<file path="src/rtl/caltime_pkg.sv">
package caltime_pkg;

    typedef enum logic [1:0] {
        ST_IDLE,
        ST_STEP_TIME,
        ST_STEP_DATE,
        ST_CHECK
    } step_state_e;

    // Field order of the packed structs fixes the bit positions of the words.
    typedef struct packed {
        logic [11:0] year;
        logic [3:0]  month;
        logic [4:0]  day;
    } date_t;

    typedef struct packed {
        logic [2:0] wom;
        logic [2:0] dow;
        logic [4:0] hour;
        logic [5:0] minute;
        logic [5:0] second;
    } tod_t;

    localparam date_t RST_DATE = '{year: 12'd2000, month: 4'd1, day: 5'd1};
    localparam tod_t  RST_TOD  = '{wom: 3'd1, dow: 3'd1, hour: 5'd0, minute: 6'd0, second: 6'd0};

    function automatic logic is_leap(input logic [11:0] yr);
        int y;
        y = int'(yr);
        return ((y % 4) == 0) && (((y % 100) != 0) || ((y % 400) == 0));
    endfunction

    function automatic logic [4:0] days_in_month(input logic [11:0] yr, input logic [3:0] mon);
        case (mon)
            4'd2:                    return is_leap(yr) ? 5'd29 : 5'd28;
            4'd4, 4'd6, 4'd9, 4'd11: return 5'd30;
            default:                 return 5'd31;
        endcase
    endfunction

    function automatic logic [2:0] week_of_month(input logic [4:0] day);
        if (day <= 5'd7)       return 3'd1;
        else if (day <= 5'd14) return 3'd2;
        else if (day <= 5'd21) return 3'd3;
        else if (day <= 5'd28) return 3'd4;
        else                   return 3'd5;
    endfunction

endpackage

</file>
<file path="src/rtl/caltime_prescaler.sv">
module caltime_prescaler #(
    parameter int unsigned DIV_RELOAD = 32767
) (
    input  logic clk,
    input  logic rst_n,
    input  logic en,
    input  logic clr,
    output logic tick
);
    localparam int unsigned CW = (DIV_RELOAD < 1) ? 1 : $clog2(DIV_RELOAD + 1);
    localparam logic [CW-1:0] LAST = CW'(DIV_RELOAD);

    logic [CW-1:0] cnt_q;

    assign tick = en && !clr && (cnt_q == LAST);

    always_ff @(posedge clk) begin
        if (!rst_n || clr) begin
            cnt_q <= '0;
        end else if (en) begin
            cnt_q <= (cnt_q == LAST) ? '0 : cnt_q + 1'b1;
        end
    end
endmodule

</file>
<file path="src/rtl/caltime_tod_step.sv">
module caltime_tod_step import caltime_pkg::*; (
    input  tod_t cur,
    output tod_t nxt,
    output logic day_carry
);
    always_comb begin
        nxt       = cur;
        day_carry = 1'b0;
        if (cur.second >= 6'd59) begin
            nxt.second = 6'd0;
            if (cur.minute >= 6'd59) begin
                nxt.minute = 6'd0;
                if (cur.hour >= 5'd23) begin
                    nxt.hour  = 5'd0;
                    day_carry = 1'b1;
                end else begin
                    nxt.hour = cur.hour + 5'd1;
                end
            end else begin
                nxt.minute = cur.minute + 6'd1;
            end
        end else begin
            nxt.second = cur.second + 6'd1;
        end
    end
endmodule

</file>
<file path="src/rtl/caltime_date_step.sv">
module caltime_date_step import caltime_pkg::*; (
    input  date_t      cur,
    input  logic [2:0] dow_in,
    output date_t      nxt,
    output logic [2:0] dow_out,
    output logic [2:0] wom_out
);
    logic [4:0] mlen;

    always_comb begin
        mlen = days_in_month(cur.year, cur.month);
        nxt  = cur;
        if (cur.day >= mlen) begin
            nxt.day = 5'd1;
            if (cur.month >= 4'd12) begin
                nxt.month = 4'd1;
                nxt.year  = cur.year + 12'd1;
            end else begin
                nxt.month = cur.month + 4'd1;
            end
        end else begin
            nxt.day = cur.day + 5'd1;
        end
        dow_out = (dow_in >= 3'd7) ? 3'd1 : dow_in + 3'd1;
        wom_out = week_of_month(nxt.day);
    end
endmodule

</file>
<file path="src/rtl/caltime_keeper.sv">
module caltime_keeper import caltime_pkg::*; #(
    parameter int unsigned DIV_RELOAD = 32767
) (
    input  logic        clk,
    input  logic        rst_n,
    input  logic        osc_en,
    input  logic        wr_en,
    input  logic [1:0]  wr_sel,
    input  logic [31:0] wr_data,
    output logic [31:0] date_o,
    output logic [31:0] time_o,
    output logic        sec_tick_o,
    output logic        alarm_hit_o
);
    localparam int unsigned DATE_W = $bits(date_t);
    localparam int unsigned TOD_W  = $bits(tod_t);

    step_state_e state_q, state_d;
    date_t       date_q, alm_date_q, date_nxt;
    tod_t        tod_q, alm_tod_q, tod_nxt;
    logic        carry_q, carry_nxt, hit_q, tick, cnt_wr, alm_wr, fields_eq;
    logic [2:0]  dow_nxt, wom_nxt;
    logic        unused_hi_bits;

    assign cnt_wr         = wr_en && !wr_sel[1];
    assign alm_wr         = wr_en &&  wr_sel[1];
    assign unused_hi_bits = ^wr_data[31:TOD_W];

    caltime_prescaler #(.DIV_RELOAD(DIV_RELOAD)) u_presc (
        .clk  (clk),
        .rst_n(rst_n),
        .en   (osc_en),
        .clr  (cnt_wr),
        .tick (tick)
    );

    caltime_tod_step u_tod_step (
        .cur      (tod_q),
        .nxt      (tod_nxt),
        .day_carry(carry_nxt)
    );

    caltime_date_step u_date_step (
        .cur    (date_q),
        .dow_in (tod_q.dow),
        .nxt    (date_nxt),
        .dow_out(dow_nxt),
        .wom_out(wom_nxt)
    );

    assign fields_eq = (date_q == alm_date_q)
                    && (tod_q.hour   == alm_tod_q.hour)
                    && (tod_q.minute == alm_tod_q.minute)
                    && (tod_q.second == alm_tod_q.second);

    // State register
    always_ff @(posedge clk) begin
        if (!rst_n) state_q <= ST_IDLE;
        else        state_q <= state_d;
    end

    // Next-state selection
    always_comb begin
        state_d = state_q;
        if (cnt_wr) begin
            state_d = ST_IDLE;
        end else begin
            unique case (state_q)
                ST_IDLE:      if (tick) state_d = ST_STEP_TIME;
                ST_STEP_TIME: state_d = ST_STEP_DATE;
                ST_STEP_DATE: state_d = ST_CHECK;
                ST_CHECK:     state_d = ST_IDLE;
            endcase
        end
    end

    // Counter registers and the match pulse, driven per state
    always_ff @(posedge clk) begin
        if (!rst_n) begin
            date_q  <= RST_DATE;
            tod_q   <= RST_TOD;
            carry_q <= 1'b0;
            hit_q   <= 1'b0;
        end else if (cnt_wr) begin
            if (wr_sel[0]) tod_q  <= tod_t'(wr_data[TOD_W-1:0]);
            else           date_q <= date_t'(wr_data[DATE_W-1:0]);
            carry_q <= 1'b0;
            hit_q   <= 1'b0;
        end else begin
            hit_q <= 1'b0;
            unique case (state_q)
                ST_IDLE: ;
                ST_STEP_TIME: begin
                    tod_q   <= tod_nxt;
                    carry_q <= carry_nxt;
                end
                ST_STEP_DATE: begin
                    if (carry_q) begin
                        date_q    <= date_nxt;
                        tod_q.dow <= dow_nxt;
                        tod_q.wom <= wom_nxt;
                    end
                end
                ST_CHECK: hit_q <= fields_eq;
            endcase
        end
    end

    // Alarm registers
    always_ff @(posedge clk) begin
        if (!rst_n) begin
            alm_date_q <= '0;
            alm_tod_q  <= '0;
        end else if (alm_wr) begin
            if (wr_sel[0]) alm_tod_q  <= tod_t'(wr_data[TOD_W-1:0]);
            else           alm_date_q <= date_t'(wr_data[DATE_W-1:0]);
        end
    end

    assign date_o      = {{(32-DATE_W){1'b0}}, date_q};
    assign time_o      = {{(32-TOD_W){1'b0}}, tod_q};
    assign sec_tick_o  = tick;
    assign alarm_hit_o = hit_q;
endmodule

</file>
<file path="config.mk">
export PLATFORM = sky130hd
export DESIGN_NAME = caltime_keeper
export DESIGN_NICKNAME = d
export VERILOG_FILES = /design/src/rtl/caltime_pkg.sv /design/src/rtl/caltime_prescaler.sv /design/src/rtl/caltime_tod_step.sv /design/src/rtl/caltime_date_step.sv /design/src/rtl/caltime_keeper.sv
export SDC_FILE = /design/constraint.sdc
export NUM_CORES = 1
export LEC_CHECK = 0
export BUFFER_PORTS_ARGS = -buffer_cell sky130_fd_sc_hd__clkbuf_2
export CAP_MARGIN = 10
export CORE_MARGIN = 3
export CORE_UTILIZATION = 56
export CTS_CLUSTER_SIZE = 16
export DETAILED_ROUTE_END_ITERATION = 16
export GPL_TIMING_DRIVEN = 0
export PLACE_DENSITY = 0.77
export SYNTH_ARGS = -nofsm -noshare
export SYNTH_HDL_FRONTEND = slang
export SYNTH_HIERARCHICAL = 1
export SYNTH_SLANG_ARGS = --single-unit
</file>
<file path="constraint.sdc">
create_clock -name clk -period 20.3 [get_ports clk]
set_clock_uncertainty 0.15 [all_clocks]
set_input_delay 2.03 -clock clk [delete_from_list [all_inputs] [get_ports clk]]
set_output_delay 2.03 -clock clk [all_outputs]
set_load 0.1 [all_outputs]
</file>
# Yosys cells after proc, flatten, opt, wreduce, memory -nomap -nowiden
# Index checks and enable logic that the tools add are counted.
# W data, S select, Z words.
# word_totals
ff_bits,101
inputBits,38
out_inout_bits,66
word_cells,124
# classes
n_addsub,8
div_mod_pow,2
order_cmp,10
eq_ne,16
n_mux,31
bitwise,3
n_reduce_logical,36
# op_table
operator,n
$mux W21,4
$logic_not A32 Y1,2
$mux W23,2
$mod A13 B10 Y32 const B,1
$mod A13 B8 Y32 const B,1
$reduce_bool A32 Y1,1
$mux W6,4
$eq A21 B21 Y1,1
$mux W17,1
$mux W16,1
$add A15 B1 Y15 const B,1
$eq A15 B15 Y1 const B,1
$mux W15,1
$mux W5,3
$reduce_bool A2 Y1,7
$add A12 B1 Y12 const B,1
$add A6 B1 Y6 const B,2
$eq A6 B6 Y1,2
$ge A6 B6 Y1 const B,2
$mux W12,1
$mux W3,4
$mux W11,1
$add A5 B1 Y5 const B,2
$le A5 B5 Y1 const B,2
other kinds (32),58

# Depth between registers and ports, before layout
# depth
depth_word,16
ltp_mapped,33

# By module
# The synthesis kept the hierarchy.
# modules_own_cells
mod,instances,cells_per_inst,area_per_inst_um2,seq_area_each_um2
caltime_keeper,1,504,4286.6,1721.7
caltime_date_step,1,264,1786.7,0.0
caltime_prescaler,1,82,740.7,300.3
caltime_tod_step,1,70,470.5,0.0

# Least setup slack after synthesis
# No wires, ideal clock.
# synth_path
path_type,register to register
startpoint,"reg date_q, in the netlist date_o[18]"
endpoint,"reg date_q, in the netlist date_o[20]"
setup_ns,0.118
arrival_time_ns,7.227
t_required_ns,20.032
path_slack_ns,12.805
stages_incl_launch_ff,30
period_less_slack_ns,7.495
cell_sequence,dfxtp_1 clkbuf_1 nor3_1 nor2_1 ha_1 and4b_1 a21oi_4 or4_1 a21oi_1 o21bai_1 o2111a_1 a21boi_2 maj3_2 a211o_1 a2111oi_0 o21ai_0 or4_1 and3_1 ha_1 nand2b_1 a21oi_1 or3b_2 clkbuf_1 nor4_1 and4_1 nand3_1 xnor2_1 nand2_1 nand3_1 o211a_1
# synth_rtl
item,line_no,rtl
from (decl),caltime_keeper.sv:19,"date_t date_q, alm_date_q, date_nxt;"
from (signal assigned),caltime_keeper.sv:86,else date_q <= date_t'(wr_data[DATE_W-1:0]);
from (signal assigned),caltime_keeper.sv:99,date_q <= date_nxt;

==> flow_summary.yaml <==
synth:
  synth_ff_type: "dfxtp_1"
  synth-simple-area-share_pct: 24.7
  synthMuxAreaShare_pct: 1.84
  synth_top_family_by_area: "compound AO/OA/AOI/OAI gates"
  synthXorXnorAreaFrac_pct: 9.52
  synth_cells: 920
  synth_edf_count: 0
  yosys_warnings: 6
  ys_seq_elements: 101
  ys_types: 94
  synthArstFlopShare_pct: 0
  syn_area_um2: 7280
  syn_avg_cell_area_um2: 7.92
  synth-compound-area-share_pct: 25.3
  synth_seq_area_share_pct: 27.8
  synthAdderAreaFrac_pct: 3.76
cells_and_area:
  n_fill_cell: 1187
  mostFrequentLayoutCell: "nand2_1"
  mostFrequentLayoutCells: "167 x nand2_1, 101 x dfxtp_1, 75 x clkbuf_2"
  drive_above_1_share_pct: 17.4
  finalNetCount: 1083
  antenna_cells: 0
  area_growth_pct: 12.8
setup_path:
  slowest_stage: "nor4_1"
  worst_ep_arrival_time_ns: 8.04
  cp_top_family: "simple AND/OR/NAND/NOR gates"
  cp_max_fo: 11
  critPathLaunchType: "register"
  max_stage_delay_ns: 0.63
  critPathBufInv: 2
  end_kind: "register"
  criticalPathCategory: "reg2reg"
  cp.required_ns: 20.42
cts:
  cts_tree: "done"
  cts_hold_buf: 0
  cts_max_level: 3
  post_cts.repair.setup_buffers: 0
  path_clk_slew_ns: 0.07
  cts_buffers: 9
  cts-resized-gates: 0
  cts-root-buf: "clkbuf_16"
  clock_latency_ns: 0.34
  cts_sinks: 101
  cts_buffer_depth: 2
placement:
  gp_congestion: 0.929
  io_buffers: 74
  dp_hpwl_mm: 15.5
sta:
  slew_headroom_pct: 53.8
  rsz0062_at_grt: "no"
  hold_slack_ns: 0.327
  period_needed_ns: 7.92
  timing_worst_slew_pin_value_ns: 0.687
  finalMaxSlewViolations: 0
  tns_ns: 0
  fin_crit_sh_pct: 39.0
  hold_violations: 0
  setup_violations: 0
  fmax_ghz: 0.126
routing:
  drt-initial-drc-count: 749
  drc: 0
  viasPerCell: 5.93
  wl_per_cell_um: 17.0
  num_vias: 7127
  drtPass1Iterations: 5
  drtAntennaViolNets: 0
  wirelength_mm: 20.4
grt:
  grt_overflow: 0
  grt_usage_pct: 27.7
  grt_pass1_vias: 6350
  grt_max_degree: 17
  grt_pass1_wl_mm: 32.5
  antenna_found_initial: 0
floorplanning:
  dieArea_um2: 14400
  rows: 41
  io_pins: 104
  start_util_pct: 57.5
  die_width_um: 120
  die_h_um: 120
  core_area_um2: 12700
power_and_ir_drop:
  p_per_area_nw_per_um2: 64.3
  ir_drop_v: 0.0000455
  total_leakage_power_uw: 0.00368
run:
  maxCapViolCount: 0
outcome:
  status: "complete, no violations"
hold_path:
  hp-class: "reg2reg"
[logic make-up (layout without fill, tap and decap cells)]
kind of cell / Yosys count / count (layout)
other cells: 1 / 20
simple gates: 362 / 362
buf+inv: 93 / 183
fa+ha+maj: 22 / 22
compound gates: 253 / 253
xor+xnor: 75 / 75
mux: 13 / 13
flops: 101 / 101
[synth_stat cells, drive strengths merged, types with 4 or more instances]
cell | instances | area share [%]
nand2 | 167 | 8.6
or4 | 6 | 0.72
clkbuf | 27 | 1.4
o21bai | 4 | 0.46
or3 | 7 | 0.67
xnor2 | 42 | 5.3
o211a | 31 | 4.3
nand2b | 8 | 0.82
or2 | 4 | 0.34
and3b | 17 | 2.0
o21ai | 39 | 2.7
and3 | 10 | 0.86
ha | 21 | 3.6
o2111a | 4 | 0.62
xor2 | 32 | 4.0
buf | 50 | 4.8
a31oi | 9 | 0.77
and2 | 8 | 0.70
nor3 | 10 | 0.69
nor4 | 13 | 1.1
a21oi | 55 | 4.0
nand3 | 23 | 1.6
o211ai | 13 | 1.4
a211oi | 8 | 0.82
o31ai | 5 | 0.52
nand4 | 17 | 1.8
nor2b | 4 | 0.34
a21boi | 46 | 4.8
inv | 16 | 0.82
dfxtp | 101 | 28
mux2i | 10 | 1.4
nor2 | 57 | 3.2
[metrics by stage]
| stage | instances | cell area, um2 | util [%] | setup WS (ns) | total power, uW |
|---|---|---|---|---|---|
| 2_1_floorplan | 939 | 7360 | - | 12.80 | 338 |
| 3_3_place_gp | 1185 | 7940 | 62.7 | 12.53 | 367 |
| 3_5_place_dp | 1185 | 7940 | 62.7 | 12.46 | 368 |
| 4_1_cts | 1201 | 8220 | 64.9 | 12.42 | 528 |
| 5_1_grt | 1201 | 8220 | 64.9 | 11.72 | 549 |
| 6_report | 1201 | 8220 | 64.9 | 12.38 | 529 |
[tightest hold or removal path, stage by stage, from the launching register on]
cell and delay, ns:
dfxtp_1 0.32, nand2_1 0.05, a21boi_0 0.06
[registers in the layout, summed over array words and instances (netlist names)]
register / count
u_presc/cnt_q: 15
date_o: 21
time_o: 23
alm_tod_q: 17
alarm_hit_o: 1
carry_q: 1
state_q: 2
alm_date_q: 21
[report_power, final]
group          internal [uW]  switching [uW]
logic                   46.7             103
registers                205            11.5
clock network           86.1            76.3
[area by class of cell]
cell class | instances | area (um2) | area share, %
plain buffers | 77 | 452 | 5.50
clock buffers | 10 | 239 | 2.91
clock inverters | 6 | 38.8 | 0.472
inverters | 16 | 60.1 | 0.731
multi-input cells | 745 | 4820 | 58.7
flip-flops and latches | 101 | 2020 | 24.6
well taps | 172 | 215 | 2.62
repair buffers | 74 | 370 | 4.51
[final timing paths]
path | end | from | slack (ns) | cells past startpoint
max | date_o[18] | date_o[16] | 12.38 | 28
min | alm_tod_q[13] | alm_tod_q[13] | 0.33 | 2
max reg2reg | date_o[18] | date_o[16] | 12.38 | 28
min reg2reg | alm_tod_q[13] | alm_tod_q[13] | 0.33 | 2
[metal layers]
layer / GRT usage, % / part of all wire, % / vias up / wire length (um)
met1: 39.3 / 44 / 3316 / 8920
li1: - / - / 3455 / -
met3: 3.11 / 7.8 / 36 / 1590
met2: 44.5 / 46 / 320 / 9430
met5: 0 / 0 / - / 0
met4: 7.95 / 2.2 / 0 / 445
Note: power is estimated with default switching activity, not from simulation.
